## config.mk

```make
export PLATFORM = sky130hd
export DESIGN_NAME = sdram_lp_gate
export DESIGN_NICKNAME = d
export VERILOG_FILES = /design/src/rtl/sdram_lp_pkg.sv /design/src/rtl/lp_addr_decode.sv /design/src/rtl/lp_mode_fsm.sv /design/src/rtl/sdram_lp_gate.sv
export SDC_FILE = /design/constraint.sdc
export NUM_CORES = 1
export LEC_CHECK = 0
export BUFFER_PORTS_ARGS = -buffer_cell sky130_fd_sc_hd__buf_2
export CAP_MARGIN = 20
export CORE_MARGIN = 2
export CORE_UTILIZATION = 46
export DETAILED_ROUTE_END_ITERATION = 8
export PLACE_DENSITY = 0.88
export SYNTH_ARGS = -nofsm -noshare
export SYNTH_HDL_FRONTEND = slang
export SYNTH_SLANG_ARGS = --single-unit
```

## constraint.sdc

```tcl
create_clock -name clk -period 4 [get_ports clk]
set_clock_uncertainty 0.05 [all_clocks]
set_input_delay 0.8 -clock clk [delete_from_list [all_inputs] [get_ports clk]]
set_output_delay 0.8 -clock clk [all_outputs]
set_load 0.05 [all_outputs]
```

## src/rtl/sdram_lp_pkg.sv

```systemverilog
package sdram_lp_pkg;

    typedef enum logic [2:0] {
        NORMAL       = 3'd0,
        ENTERING_SR  = 3'd1,
        SELF_REFRESH = 3'd2,
        EXITING_SR   = 3'd3,
        DEEP_PD      = 3'd4
    } lp_state_e;

    typedef enum logic [2:0] {
        CMD_NONE      = 3'd0,
        CMD_SR_ENTER  = 3'd1,
        CMD_SR_EXIT   = 3'd2,
        CMD_DPD_ENTER = 3'd3,
        CMD_DPD_EXIT  = 3'd4
    } lp_cmd_e;

endpackage

```

## src/rtl/lp_addr_decode.sv

```systemverilog
module lp_addr_decode #(
    parameter int              AW         = 32,
    parameter int              NCS        = 4,
    parameter logic [AW-1:0]   STAT_BASE  = 32'h8000_0000,
    parameter int              STAT_SHIFT = 24,
    parameter logic [AW-1:0]   DYN_BASE   = 32'hA000_0000,
    parameter int              DYN_SHIFT  = 28
) (
    input  logic [AW-1:0]  addr,
    output logic [NCS-1:0] hit_stat,
    output logic [NCS-1:0] hit_dyn
);

    localparam logic [AW-1:0] STAT_TAG = STAT_BASE >> STAT_SHIFT;
    localparam logic [AW-1:0] DYN_TAG  = DYN_BASE >> DYN_SHIFT;

    logic [AW-1:0] stat_key;
    logic [AW-1:0] dyn_key;

    assign stat_key = addr >> STAT_SHIFT;
    assign dyn_key  = addr >> DYN_SHIFT;

    for (genvar i = 0; i < NCS; i++) begin : g_win
        assign hit_stat[i] = (stat_key == STAT_TAG + AW'(i));
        assign hit_dyn[i]  = (dyn_key  == DYN_TAG  + AW'(i));
    end

    // windows never overlap: at most one select may hit
    always_comb begin
        assert_decode_onehot_R2: assert ($onehot0({hit_stat, hit_dyn}));
    end

endmodule

```

## src/rtl/lp_mode_fsm.sv

```systemverilog
module lp_mode_fsm
    import sdram_lp_pkg::*;
#(
    parameter int HOLD_W = 8
) (
    input  logic              clk,
    input  logic              rst_n,
    input  logic              sr_req,
    input  logic              dp_bit,
    input  logic              dpd_arm,
    input  logic              dyn_busy,
    input  logic [HOLD_W-1:0] exit_hold,
    output lp_state_e         state,
    output lp_cmd_e           cmd
);

    lp_state_e         nxt;
    lp_cmd_e           nxt_cmd;
    logic [HOLD_W-1:0] cnt;

    always_comb begin
        nxt     = state;
        nxt_cmd = CMD_NONE;
        unique case (state)
            NORMAL: begin
                if (sr_req || dpd_arm) nxt = ENTERING_SR;
            end
            ENTERING_SR: begin
                if (!dyn_busy) begin
                    if (dpd_arm) begin
                        nxt     = DEEP_PD;
                        nxt_cmd = CMD_DPD_ENTER;
                    end else if (sr_req) begin
                        nxt     = SELF_REFRESH;
                        nxt_cmd = CMD_SR_ENTER;
                    end else begin
                        nxt = NORMAL;
                    end
                end
            end
            SELF_REFRESH: begin
                if (dpd_arm) begin
                    nxt     = DEEP_PD;
                    nxt_cmd = CMD_DPD_ENTER;
                end else if (!sr_req) begin
                    nxt     = EXITING_SR;
                    nxt_cmd = CMD_SR_EXIT;
                end
            end
            EXITING_SR: begin
                if (cnt == '0) nxt = NORMAL;
            end
            DEEP_PD: begin
                if (!dp_bit) begin
                    nxt     = EXITING_SR;
                    nxt_cmd = CMD_DPD_EXIT;
                end
            end
            default: nxt = NORMAL;
        endcase
    end

    // state register
    always_ff @(posedge clk or negedge rst_n) begin
        if (!rst_n) state <= NORMAL;
        else        state <= nxt;
    end

    // registered outputs and recovery counter
    always_ff @(posedge clk or negedge rst_n) begin
        if (!rst_n) begin
            cmd <= CMD_NONE;
            cnt <= '0;
        end else begin
            cmd <= nxt_cmd;
            if (nxt == EXITING_SR && state != EXITING_SR) cnt <= exit_hold;
            else if (state == EXITING_SR && cnt != '0)   cnt <= cnt - 1'b1;
        end
    end

    assert_reset_state_R1: assert property (@(posedge clk)
        !rst_n |=> (state == NORMAL && cmd == CMD_NONE));

    assert_hold_window_R9: assert property (@(posedge clk) disable iff (!rst_n)
        (state == EXITING_SR && cnt != '0) |=> state == EXITING_SR);

    assert_dpd_needs_arm_R10: assert property (@(posedge clk) disable iff (!rst_n)
        (cmd == CMD_DPD_ENTER) |-> $past(dpd_arm));

    assert_sr_exit_cmd_R11: assert property (@(posedge clk) disable iff (!rst_n)
        (cmd == CMD_SR_EXIT) |-> (state == EXITING_SR));

endmodule

```

## src/rtl/sdram_lp_gate.sv

```systemverilog
module sdram_lp_gate
    import sdram_lp_pkg::*;
#(
    parameter int ADDR_W = 32,
    parameter int NCS    = 4,
    parameter int HOLD_W = 8
) (
    input  logic              clk,
    input  logic              rst_n,
    input  logic              sr_req,
    input  logic              dp_bit,
    input  logic              clk_en_bit,
    input  logic              clk_ctl_bit,
    input  logic [HOLD_W-1:0] exit_hold,
    input  logic              dyn_busy,
    input  logic              req_valid,
    input  logic [ADDR_W-1:0] req_addr,
    output logic [NCS-1:0]    cs_stat,
    output logic [NCS-1:0]    cs_dyn,
    output logic              req_wait,
    output logic              bus_err,
    output logic              sr_ack,
    output logic [2:0]        seq_cmd
);

    logic [NCS-1:0] hit_stat;
    logic [NCS-1:0] hit_dyn;
    logic           dpd_arm;
    logic           in_stat;
    logic           in_dyn;
    logic           dyn_open;
    logic           dyn_hold;
    lp_state_e      state;
    lp_cmd_e        cmd;

    assign dpd_arm = dp_bit & clk_en_bit & clk_ctl_bit;

    lp_addr_decode #(
        .AW  (ADDR_W),
        .NCS (NCS)
    ) u_decode (
        .addr     (req_addr),
        .hit_stat (hit_stat),
        .hit_dyn  (hit_dyn)
    );

    lp_mode_fsm #(
        .HOLD_W (HOLD_W)
    ) u_fsm (
        .clk       (clk),
        .rst_n     (rst_n),
        .sr_req    (sr_req),
        .dp_bit    (dp_bit),
        .dpd_arm   (dpd_arm),
        .dyn_busy  (dyn_busy),
        .exit_hold (exit_hold),
        .state     (state),
        .cmd       (cmd)
    );

    assign in_stat  = |hit_stat;
    assign in_dyn   = |hit_dyn;
    assign dyn_open = (state == NORMAL);
    assign dyn_hold = (state == ENTERING_SR) || (state == EXITING_SR);

    always_comb begin
        cs_stat  = req_valid ? hit_stat : '0;
        cs_dyn   = (req_valid && dyn_open) ? hit_dyn : '0;
        req_wait = req_valid && in_dyn && dyn_hold;
        bus_err  = req_valid && ((!in_stat && !in_dyn) ||
                                 (in_dyn && !dyn_open && !dyn_hold));
    end

    assign sr_ack  = (state == SELF_REFRESH);
    assign seq_cmd = cmd;

    assert_closed_no_dyn_R7: assert property (@(posedge clk) disable iff (!rst_n)
        (sr_ack || state == DEEP_PD) |-> cs_dyn == '0);

    assert_ack_after_drain_R5: assert property (@(posedge clk) disable iff (!rst_n)
        $rose(sr_ack) |-> (!$past(dyn_busy) && seq_cmd == 3'd1));

    assert_err_exclusive_R4: assert property (@(posedge clk) disable iff (!rst_n)
        bus_err |-> (cs_stat == '0 && cs_dyn == '0 && !req_wait));

    assert_wait_no_select_R6: assert property (@(posedge clk) disable iff (!rst_n)
        req_wait |-> (cs_dyn == '0 && !bus_err));

endmodule

```

; ---- After elaboration in Yosys (flattened, before gate mapping)
; Index checks and enable logic that the tools add are counted.
[totals]
ff_bits = 14
input_bits = 48
wordCells = 62
[op_classes]
add_sub_neg = 1
eq_ne = 14
n_mux = 20
bitwise = 2
n_reduce_logical = 22
[op_table]
columns = cell, n
row1 = 2-to-1 mux 3 bit, 11
row2 = equality test 8 bit (second input constant), 4
row3 = equality test 4 bit (second input constant), 4
row4 = 2-to-1 mux 8 bit, 2
row5 = case mux 3 bit (5 select lines), 1
row6 = equality test 3 x 2 -> 1 bit (second input constant), 3
row7 = logical AND 1 bit, 9
row8 = case mux 3 bit (3 select lines), 1
row9 = logical NOT 8 bit, 1
row10 = 2-to-1 mux 4 bit, 2
row11 = nonzero test 8 bit, 1
row12 = OR reduction 4 bit, 2
row13 = subtractor 8 x 1 -> 8 bit (second input constant), 1
row14 = logical NOT 1 bit, 4
row15 = 2-to-1 mux 2 bit, 2
row16 = equality test 3 x 1 -> 1 bit (second input constant), 1
row17 = equality test 3 bit (second input constant), 1
row18 = logical NOT 3 bit, 1
row19 = logical OR 1 bit, 3
row20 = inequality test 3 x 2 -> 1 bit (second input constant), 1
row21 = bitwise AND 1 bit, 2
row22 = nonzero test 2 bit, 1
row23 = 2-to-1 mux 1 bit, 1

; ---- Depth between registers and ports, before layout
; Gate-level depths: netlist of run 1.
[depth]
ltp_word = 8
mapped_depth = 6
depth_no_buf = 6

; ---- Modules after synthesis
; Synthesis of run 1 repeated with hierarchy kept, for this count alone.
[hier_totals]
hier_cells = 114
area_unflattened_um2 = 1074.8
[modules_own_cells]
columns = module, instances, cells_each, area_per_inst_um2, seq_area_each_um2
row1 = lp_mode_fsm, 1, 86, 839.6, 350.3
row2 = sdram_lp_gate, 1, 16, 133.9, 0.0
row3 = lp_addr_decode, 1, 12, 101.3, 0.0

; ---- Least setup slack after synthesis of run 1
; Ideal clock, no wire load.
[synth_timing]
path_kind = input -> output
startpoint = in req_addr[30]
endpoint = out cs_stat[1]
arrival_time_ps = 2761
required_ps = 3150
slack_ps = 389
stages = 4
cell_sequence = or4b_1 nor3_2 nand2_1 nor3b_1
[synth_via]
elab_chain_cells = 2
[synth_lines]
columns = item, line
row1 = "start, declared", sdram_lp_gate.sv:17  ; input logic [ADDR_W-1:0] req_addr,
row2 = equality test 8 bit, lp_addr_decode.sv:24  ; assign hit_stat[i] = (stat_key == STAT_TAG + AW'(i));
row3 = 2-to-1 mux 4 bit, sdram_lp_gate.sv:67  ; cs_stat = req_valid ? hit_stat : '0;
row4 = "end, declared", sdram_lp_gate.sv:18  ; output logic [NCS-1:0] cs_stat,
; No other way between the ends.

; ---- Final worst setup path of run 1
; Ends and elaborated chain as after synthesis.

==> flow_metrics.env, run 1 <==
export IMPL_peakVddDrop_v=0.000334
export IMPL_cts_root_buf="clkbuf_4"
export IMPL_overflow=0
export IMPL_grtUsageTotal_pct=21.0
export IMPL_max_slew_margin_pct=59.2
export IMPL_ant_nets=0
export IMPL_cts_tree="built"
export IMPL_seq_area_frac_synth_pct=34.2
export IMPL_reg2reg_depth=6
export IMPL_async_reset_ff_share_pct=100
export IMPL_cpMostUsedCell="buf_2"
export IMPL_critPathLaunchType="primary input"
export IMPL_layout_nets=197
export IMPL_rsz0062_at_grt="false"
export IMPL_hold_violations=0
export IMPL_port_buffers=37
export IMPL_syn_nets=159
export IMPL_antenna_found_initial=0
export IMPL_coreArea_um2=2150
export IMPL_yosys_cell_types_count=43
export IMPL_synthFlopType="dfrtp_1"
export IMPL_drt_first_iter_violations=21
export IMPL_p_leak_nw=0.563
export IMPL_cts_sinks=14
export IMPL_ys_warn_count=0
export IMPL_layout_common_cells="buf_2, dfrtp_1, nor2_1, nand2_1, nor3_1"
export IMPL_synth_seq_cells=14
export IMPL_gp_congestion=0.868
export IMPL_worstPathRequired_ns=3.15
export IMPL_drv_slew=0
export IMPL_fmax_mhz=320
export IMPL_cts_buffer_depth=2
export IMPL_period_share_pct=78.1
export IMPL_vias=997
export IMPL_critPathCaptureType="primary output"
export IMPL_drv_cap=0
export IMPL_dpl_hpwl_mm=1.86
export IMPL_grt_max_degree=17
export IMPL_die_w_um=51.2
export IMPL_wire_per_inst_um=13.4
export IMPL_fill_cells=198
export IMPL_cts_hold_buffers_added=0
export IMPL_path_class="primary input to primary output"
export IMPL_synth_cells=110
export IMPL_synth_edf_count=0
export IMPL_die_area_um2=2620
export IMPL_p_total_w=0.000741
export IMPL_grt_pass1_wl_mm=4.13
export IMPL_initial_core_util_pct=47.6
export IMPL_clk_latency_ns=0.29
export IMPL_htreeDepth=1
export IMPL_fin_crit_ns=3.12
export IMPL_cts_resized=0
export IMPL_path_max_fanout=4
export IMPL_crit_chain="buf_2, or4b_1, nor3_2, nand2_1, nor3b_1, buf_2"
export IMPL_path_clk_slew_ns=0.09
export IMPL_setup_viol_count_final=0
export IMPL_outcome="finished, final reports clean"
export IMPL_synth_cell_area_um2=1020
export IMPL_first_global_vias=987
export IMPL_cts_setup_buffers=0
export IMPL_rows=17
export IMPL_pin_count=62
export IMPL_min_path_type="primary input to asynchronous set/reset pin"
export IMPL_syn_area_per_cell_um2=9.30
export IMPL_viasPerCell=5.70
export IMPL_tns_ns=0
export IMPL_p_per_area_nw_per_um2=588
export IMPL_syn2layout_area_growth_pct=23.1
export IMPL_wl_mm=2.34
export IMPL_numCtsBuffers=3
export IMPL_die_h_um=51.2
export IMPL_layout_commonest_cell="buf_2"
export IMPL_crit_path_max_incr_delay_ns=0.53
export IMPL_antenna_cells=0
export IMPL_fin_hold_ws_ns=0.341
export IMPL_critPathSlowestCell="or4b_1"
export IMPL_arrival_ns=2.27
export IMPL_drc_errors=0
export IMPL_drive_gt1_share_pct=34.0
export IMPL_dr_pass1_iters=4
export IMPL_worst_slew_pin_slew_ns=0.608
## cell usage after synthesis, types with 2 or more instances
cell type	number	share of area, %
a21oi_1	4	2.0
a221o_1	4	3.9
a31oi_1	2	1.2
buf_2	4	2.0
dfrtp_1	14	34
inv_1	4	1.5
mux2i_1	3	2.9
nand2_1	8	2.9
nand2b_1	3	1.8
nand3_1	2	0.98
nand3b_1	3	2.2
nor2_1	8	2.9
nor2b_1	2	1.2
nor3_1	6	2.9
nor3b_1	5	3.7
nor4b_2	3	4.4
o21ai_0	4	2.0
o21ai_1	3	1.5
or4b_1	2	2.0
xnor2_1	2	1.7
xor2_1	2	1.7
## critical path, delay by kind of cell
family                 cells  cell delay [ns]
AND/OR/NAND/NOR            4             1.06
buffers and inverters      2             0.41
## through the flow
step / utilization, % / std cells / instance area [µm²] / setup WS (ns)
after CTS: 58.6 / 175 / 1260 / 0.869
after global routing: 58.6 / 175 / 1260 / 0.799
final: 58.6 / 175 / 1260 / 0.877
after global placement: 57.0 / 171 / 1220 / 0.943
after detailed placement: 57.0 / 171 / 1220 / 0.871
after floorplan: - / 110 / 1020 / 0.389
## state kept, by name (all words and copies together) (netlist names)
signal       count
u_fsm.state      3
u_fsm.cnt        8
u_fsm.cmd        3
## logic make-up (layout without fill, tap and decap cells)
logic type,after synthesis,count (layout),synth area share [%]
xor gates and xnor gates,4,4,3.42
adders and majority gates,1,1,1.22
AOI/OAI and AO/OA,24,24,16.9
DFF,14,14,34.2
buffers and inverters,8,45,3.42
and+or+nand+nor,55,55,36.8
muxes,4,4,4.03
## power breakdown
part	total [W]	internal [W]	leakage (nW)	switching [W]
clock	0.000105	0.0000555	0.0210	0.0000490
sequential	0.000287	0.000199	0.177	0.0000885
combinational	0.000350	0.000157	0.365	0.000192
total	0.000741	0.000412	0.563	0.000330
## final timing paths
kind                                          startpoint                       end  slack [ns]
worst max-delay path                        req_addr[30]                cs_stat[1]        0.88
worst min-delay path                               rst_n  u_fsm.cnt[4]$_DFFE_PN0P_        0.34
worst max register to register  u_fsm.cnt[0]$_DFFE_PN0P_  u_fsm.cnt[7]$_DFFE_PN0P_        2.06
worst min register to register  u_fsm.cnt[7]$_DFFE_PN0P_  u_fsm.cnt[7]$_DFFE_PN0P_        0.50
max in group asynchronous                          rst_n    u_fsm.cmd[0]$_DFF_PN0_        3.32
min in group clk                u_fsm.cnt[7]$_DFFE_PN0P_  u_fsm.cnt[7]$_DFFE_PN0P_        0.50
## metal layers
layer	part of all wire [%]	GRT usage (%)	routed length, µm	up-vias
li1	-	-	-	490
met1	40	22.6	934	461
met2	53	40.0	1230	41
met3	5.4	2.63	126	5
met4	2.0	9.46	46	0
met5	0	0	0	-
## layout make-up
cell class,instances,area (µm²),area share (%)
multi-input combinational,88,638,50.6
inverter,4,15.0,1.19
clock buffer,4,36.3,2.88
timing repair buffer,37,185,14.7
sequential,14,350,27.8
tap,28,35.0,2.78
Note: power is estimated with default switching activity, not from simulation.
==> run 2: changes to the inputs <==
CORE_UTILIZATION = 38   (was 46)
PLACE_DENSITY = 0.78   (was 0.88)
clock period = 2.79 ns   (was 4 ns; I/O delays follow)
==> flow_metrics.env, run 2 (synthesized netlist as in run 1, its figures left out) <==
export IMPL_crit_chain="buf_2, or4b_1, nor3_2, nand2_1, nor3b_1, buf_2"
export IMPL_vias=977
export IMPL_cts_tree="built"
export IMPL_worstPathRequired_ns=2.18
export IMPL_rows=18
export IMPL_wire_per_inst_um=12.4
export IMPL_path_class="primary input to primary output"
export IMPL_largest_register_ffs=8
export IMPL_die_h_um=55.9
export IMPL_fmax_mhz=383
export IMPL_hold_violations=0
export IMPL_tns_ns=0
export IMPL_numCtsBuffers=3
export IMPL_period_share_pct=93.6
export IMPL_crit_cells=6
export IMPL_antenna_cells=0
export IMPL_drc_errors=0
export IMPL_peakVddDrop_v=0.000430
export IMPL_dpl_hpwl_mm=1.73
export IMPL_arrival_ns=2.00
export IMPL_drv_slew=0
export IMPL_wl_mm=2.20
export IMPL_top_regs="u_fsm.cnt (8), u_fsm.cmd (3), u_fsm.state (3)"
export IMPL_grt_pass1_wl_mm=3.67
export IMPL_rsz0062_at_grt="false"
export IMPL_reg2reg_depth=4
export IMPL_pin_count=62
export IMPL_port_buffers=37
export IMPL_regArea_um2=350
export IMPL_fin_crit_ns=2.61
export IMPL_fill_cells=248
export IMPL_dr_pass1_iters=4
export IMPL_setup_viol_count_final=0
export IMPL_grt_max_degree=17
export IMPL_cts_setup_buffers=0
export IMPL_critPathSlowestCell="or4b_1"
export IMPL_layout_common_cells="buf_2, dfrtp_1, nor2_1, nand2_1, nor3_1"
export IMPL_finish_utilization_pct=50.0
export IMPL_initial_core_util_pct=40.6
export IMPL_cts_buffer_depth=2
export IMPL_die_w_um=55.9
export IMPL_cts_root_buf="clkbuf_4"
export IMPL_path_clk_slew_ns=0.09
export IMPL_crit_path_max_incr_delay_ns=0.55
export IMPL_worstPathBufferInverterCount=2
export IMPL_dp_slack_ns=0.183
export IMPL_min_path_type="primary input to asynchronous set/reset pin"
export IMPL_cts_hold_buffers_added=0
export IMPL_fin_ws_ns=0.180
export IMPL_syn2layout_area_growth_pct=23.3
export IMPL_cp_top_family="simple AND/OR/NAND/NOR gates"
export IMPL_drt_first_iter_violations=19
export IMPL_layout_nets=197
export IMPL_drive_gt1_share_pct=34.0
export IMPL_cts_resized=0
export IMPL_overflow=0
export IMPL_grtUsageTotal_pct=14.2
export IMPL_coreArea_um2=2520
export IMPL_clk_latency_ns=0.27
export IMPL_regMostFlops="u_fsm.cnt"
export IMPL_p_per_area_nw_per_um2=832
export IMPL_p_leak_nw=0.563
export IMPL_drv_cap=0
export IMPL_layout_commonest_cell="buf_2"
export IMPL_cts_sinks=14
export IMPL_gp_congestion=0.919
export IMPL_ant_nets=0
export IMPL_htreeDepth=1
export IMPL_viasPerCell=5.52
export IMPL_antenna_found_initial=0
export IMPL_first_global_vias=889
export IMPL_die_area_um2=3120
export IMPL_worst_slew_pin_slew_ns=0.577
export IMPL_p_total_w=0.00105
export IMPL_path_max_fanout=4
export IMPL_cpMostUsedCell="buf_2"
export IMPL_outcome="finished, final reports clean"
export IMPL_max_slew_margin_pct=61.3
export IMPL_critPathCaptureType="primary output"
export IMPL_multi_input_area_um2=638
export IMPL_critPathLaunchType="primary input"
==> run 2: cell counts in the layout (fill, tap and decap cells not counted) <==
Identical to the previous run, type by type.
==> run 2: worst paths after layout <==
check,startpoint,endpoint,slack (ns)
worst max-delay path,req_addr[30],cs_stat[1],0.18
worst min-delay path,rst_n,u_fsm.cnt[3]$_DFFE_PN0P_,0.10
worst max register to register,u_fsm.state[1]$_DFF_PN0_,u_fsm.cnt[7]$_DFFE_PN0P_,0.87
worst min register to register,u_fsm.cnt[7]$_DFFE_PN0P_,u_fsm.cnt[7]$_DFFE_PN0P_,0.50
max in group asynchronous,rst_n,u_fsm.state[1]$_DFF_PN0_,2.35
min in group clk,exit_hold[1],u_fsm.cnt[1]$_DFFE_PN0P_,0.44
==> run 2: stage by stage <==
stage	cell area, µm²	std cells	hold WS [ns]
floorplan	1020	110	0.212
global placement	1230	173	0.413
detailed placement	1230	173	0.422
CTS	1260	177	0.120
global route	1260	177	0.123
finish	1260	177	0.104
==> run 2: per-layer routing <==
metal	routed length [µm]	track usage, %
met5	0	0
met4	8	4.08
met3	162	3.02
met2	1070	25.2
met1	958	17.3
==> run 2: cell type report <==
| type | instances | area share (%) |
|---|---|---|
| multi-input combinational | 88 | 50.5 |
| sequential | 14 | 27.8 |
| timing repair buffer | 37 | 14.7 |
| tap | 30 | 2.97 |
| clock buffer | 4 | 2.87 |
| inverter | 4 | 1.19 |
==> run 2: power breakdown <==
| part | internal [W] | switching [W] | leakage (nW) |
|---|---|---|---|
| clock network | 0.0000793 | 0.0000662 | 0.0210 |
| logic | 0.000225 | 0.000275 | 0.365 |
| registers | 0.000285 | 0.000121 | 0.177 |
| total | 0.000589 | 0.000462 | 0.563 |
==> run 3: changes to the inputs <==
CELL_PAD_IN_SITES_DETAIL_PLACEMENT = 0   (was not set)
CELL_PAD_IN_SITES_GLOBAL_PLACEMENT = 1   (was not set)
CORE_UTILIZATION = 27   (was 38)
==> flow_metrics.env, run 3 (synthesized netlist as in run 1, its figures left out) <==
export IMPL_layout_nets=197
export IMPL_reg2reg_depth=6
export IMPL_layout_common_cells="buf_2, dfrtp_1, nor2_1, nand2_1, nor3_1"
export IMPL_fin_hold_ws_ns=0.144
export IMPL_syn2layout_area_growth_pct=27.6
export IMPL_worst_r2r_endpoint="u_fsm.cnt[7]$_DFFE_PN0P_"
export IMPL_clk_latency_ns=0.25
export IMPL_dp_slack_ns=0.185
export IMPL_critPathLaunchType="primary input"
export IMPL_hold_violations=0
export IMPL_arrival_ns=1.96
export IMPL_grtUsageMet2_pct=20.4
export IMPL_grt_max_degree=17
export IMPL_top_usage_layer="met2"
export IMPL_numCtsBuffers=3
export IMPL_fin_ws_ns=0.223
export IMPL_dpl_hpwl_mm=1.90
export IMPL_top_regs="u_fsm.cnt (8), u_fsm.cmd (3), u_fsm.state (3)"
export IMPL_drt_first_iter_violations=71
export IMPL_layout_commonest_cell="buf_2"
export IMPL_antenna_found_initial=0
export IMPL_antenna_cells=0
export IMPL_p_switching_w=0.000486
export IMPL_htreeDepth=1
export IMPL_die_h_um=65.6
export IMPL_cts_buffer_depth=2
export IMPL_drv_cap=0
export IMPL_crit_path_max_incr_delay_ns=0.53
export IMPL_drc_errors=0
export IMPL_cp_top_family="simple AND/OR/NAND/NOR gates"
export IMPL_rr_startpoint="u_fsm.cnt[0]$_DFFE_PN0P_"
export IMPL_fmax_mhz=390
export IMPL_max_slew_margin_pct=60.9
export IMPL_dr_pass1_iters=6
export IMPL_fill_cells=369
export IMPL_clkPwrFrac_pct=17.8
export IMPL_initial_core_util_pct=28.0
export IMPL_cts_sinks=14
export IMPL_p_leak_nw=0.570
export IMPL_use_met3_pct=2.23
export IMPL_die_w_um=65.6
export IMPL_path_max_fanout=4
export IMPL_ant_nets=0
export IMPL_coreArea_um2=3660
export IMPL_wire_per_inst_um=12.5
export IMPL_worst_slew_pin_slew_ns=0.581
export IMPL_cpMostUsedCell="buf_2"
export IMPL_worst_r2r_setup_slack_ns=0.84
export IMPL_vias=978
export IMPL_rows=22
export IMPL_worstPathRequired_ns=2.18
export IMPL_p_per_area_nw_per_um2=859
export IMPL_seq_power_share_pct=36.7
export IMPL_p_comb_share_pct=45.4
export IMPL_cts_root_buf="clkbuf_8"
export IMPL_fin_crit_ns=2.57
export IMPL_viasPerCell=5.02
export IMPL_tns_ns=0
export IMPL_swShare_pct=43.3
export IMPL_gp_congestion=0.781
export IMPL_path_class="primary input to primary output"
export IMPL_grtUsageTotal_pct=12.3
export IMPL_critPathSlowestCell="or4b_1"
export IMPL_power_internal_w=0.000637
export IMPL_peakVddDrop_v=0.000181
export IMPL_worstPathBufferInverterCount=2
export IMPL_crit_chain="buf_2, or4b_1, nor3_2, nand2_1, nor3b_1, buf_2"
export IMPL_rsz0062_at_grt="false"
export IMPL_period_share_pct=92.0
export IMPL_first_global_vias=978
export IMPL_cts_setup_buffers=0
export IMPL_min_path_type="primary input to asynchronous set/reset pin"
export IMPL_outcome="finished, final reports clean"
export IMPL_cts_tree="built"
export IMPL_grt_pass1_wl_mm=4.18
export IMPL_regMostFlops="u_fsm.cnt"
export IMPL_drive_gt1_share_pct=34.0
export IMPL_overflow=0
export IMPL_path_clk_slew_ns=0.06
export IMPL_setup_viol_count_final=0
export IMPL_port_buffers=37
export IMPL_largest_register_ffs=8
export IMPL_met1_usage_pct=15.5
export IMPL_critPathCaptureType="primary output"
export IMPL_wl_mm=2.45
export IMPL_drv_slew=0
export IMPL_pin_count=62
export IMPL_die_area_um2=4300
run 3: metrics by stage:
step	util, %	instance area, µm²	power (W)	cells
2_1_floorplan	-	1020	0.000800	110
3_3_place_gp	34.1	1250	0.000896	191
3_5_place_dp	34.1	1250	0.000921	191
4_1_cts	35.6	1300	0.00113	195
5_1_grt	35.7	1310	0.00121	195
6_report	35.7	1310	0.00112	195
run 3: worst max-delay path by stage:
stage	slack [ns]	end	cells after the start	start
finish	0.22	cs_stat[2]	6	req_addr[30]
floorplan	-0.34	cs_stat[1]	4	req_addr[30]
global placement	0.22	cs_stat[1]	6	req_addr[30]
CTS	0.18	cs_stat[1]	6	req_addr[30]
global route	0.03	cs_stat[1]	6	req_addr[30]
detailed placement	0.18	cs_stat[1]	6	req_addr[30]
run 3: what timing repair did:
action | in CTS | in global routing
gates resized for setup | 0 | 2
setup endpoints to repair | 0 | 1
hold buffers | 0 | 0
endpoints found under the hold margin | 0 | 0
run 3: power by group through the flow:
stage	clock, W	sequential (W)	combinational (W)
2_1_floorplan	0	0.000380	0.000421
3_3_place_gp	0	0.000408	0.000488
3_5_place_dp	0	0.000412	0.000509
4_1_cts	0.000204	0.000411	0.000516
5_1_grt	0.000215	0.000430	0.000568
6_report	0.000200	0.000412	0.000510
run 3: cell type report:
class                   instances  area (µm²)  area share [%]
clock buffers                   4        55.1            4.21
multi-input cells              88         638            48.9
repair buffers                 37         188            14.4
inverters                       4        15.0            1.15
well taps                      48        60.1            4.60
flip-flops and latches         14         350            26.8
run 3: metal layers:
metal / vias up / routed length [µm]
met4: 0 / 9
met1: 447 / 1140
li1: 486 / -
met3: 2 / 172
met5: - / 0
met2: 43 / 1120
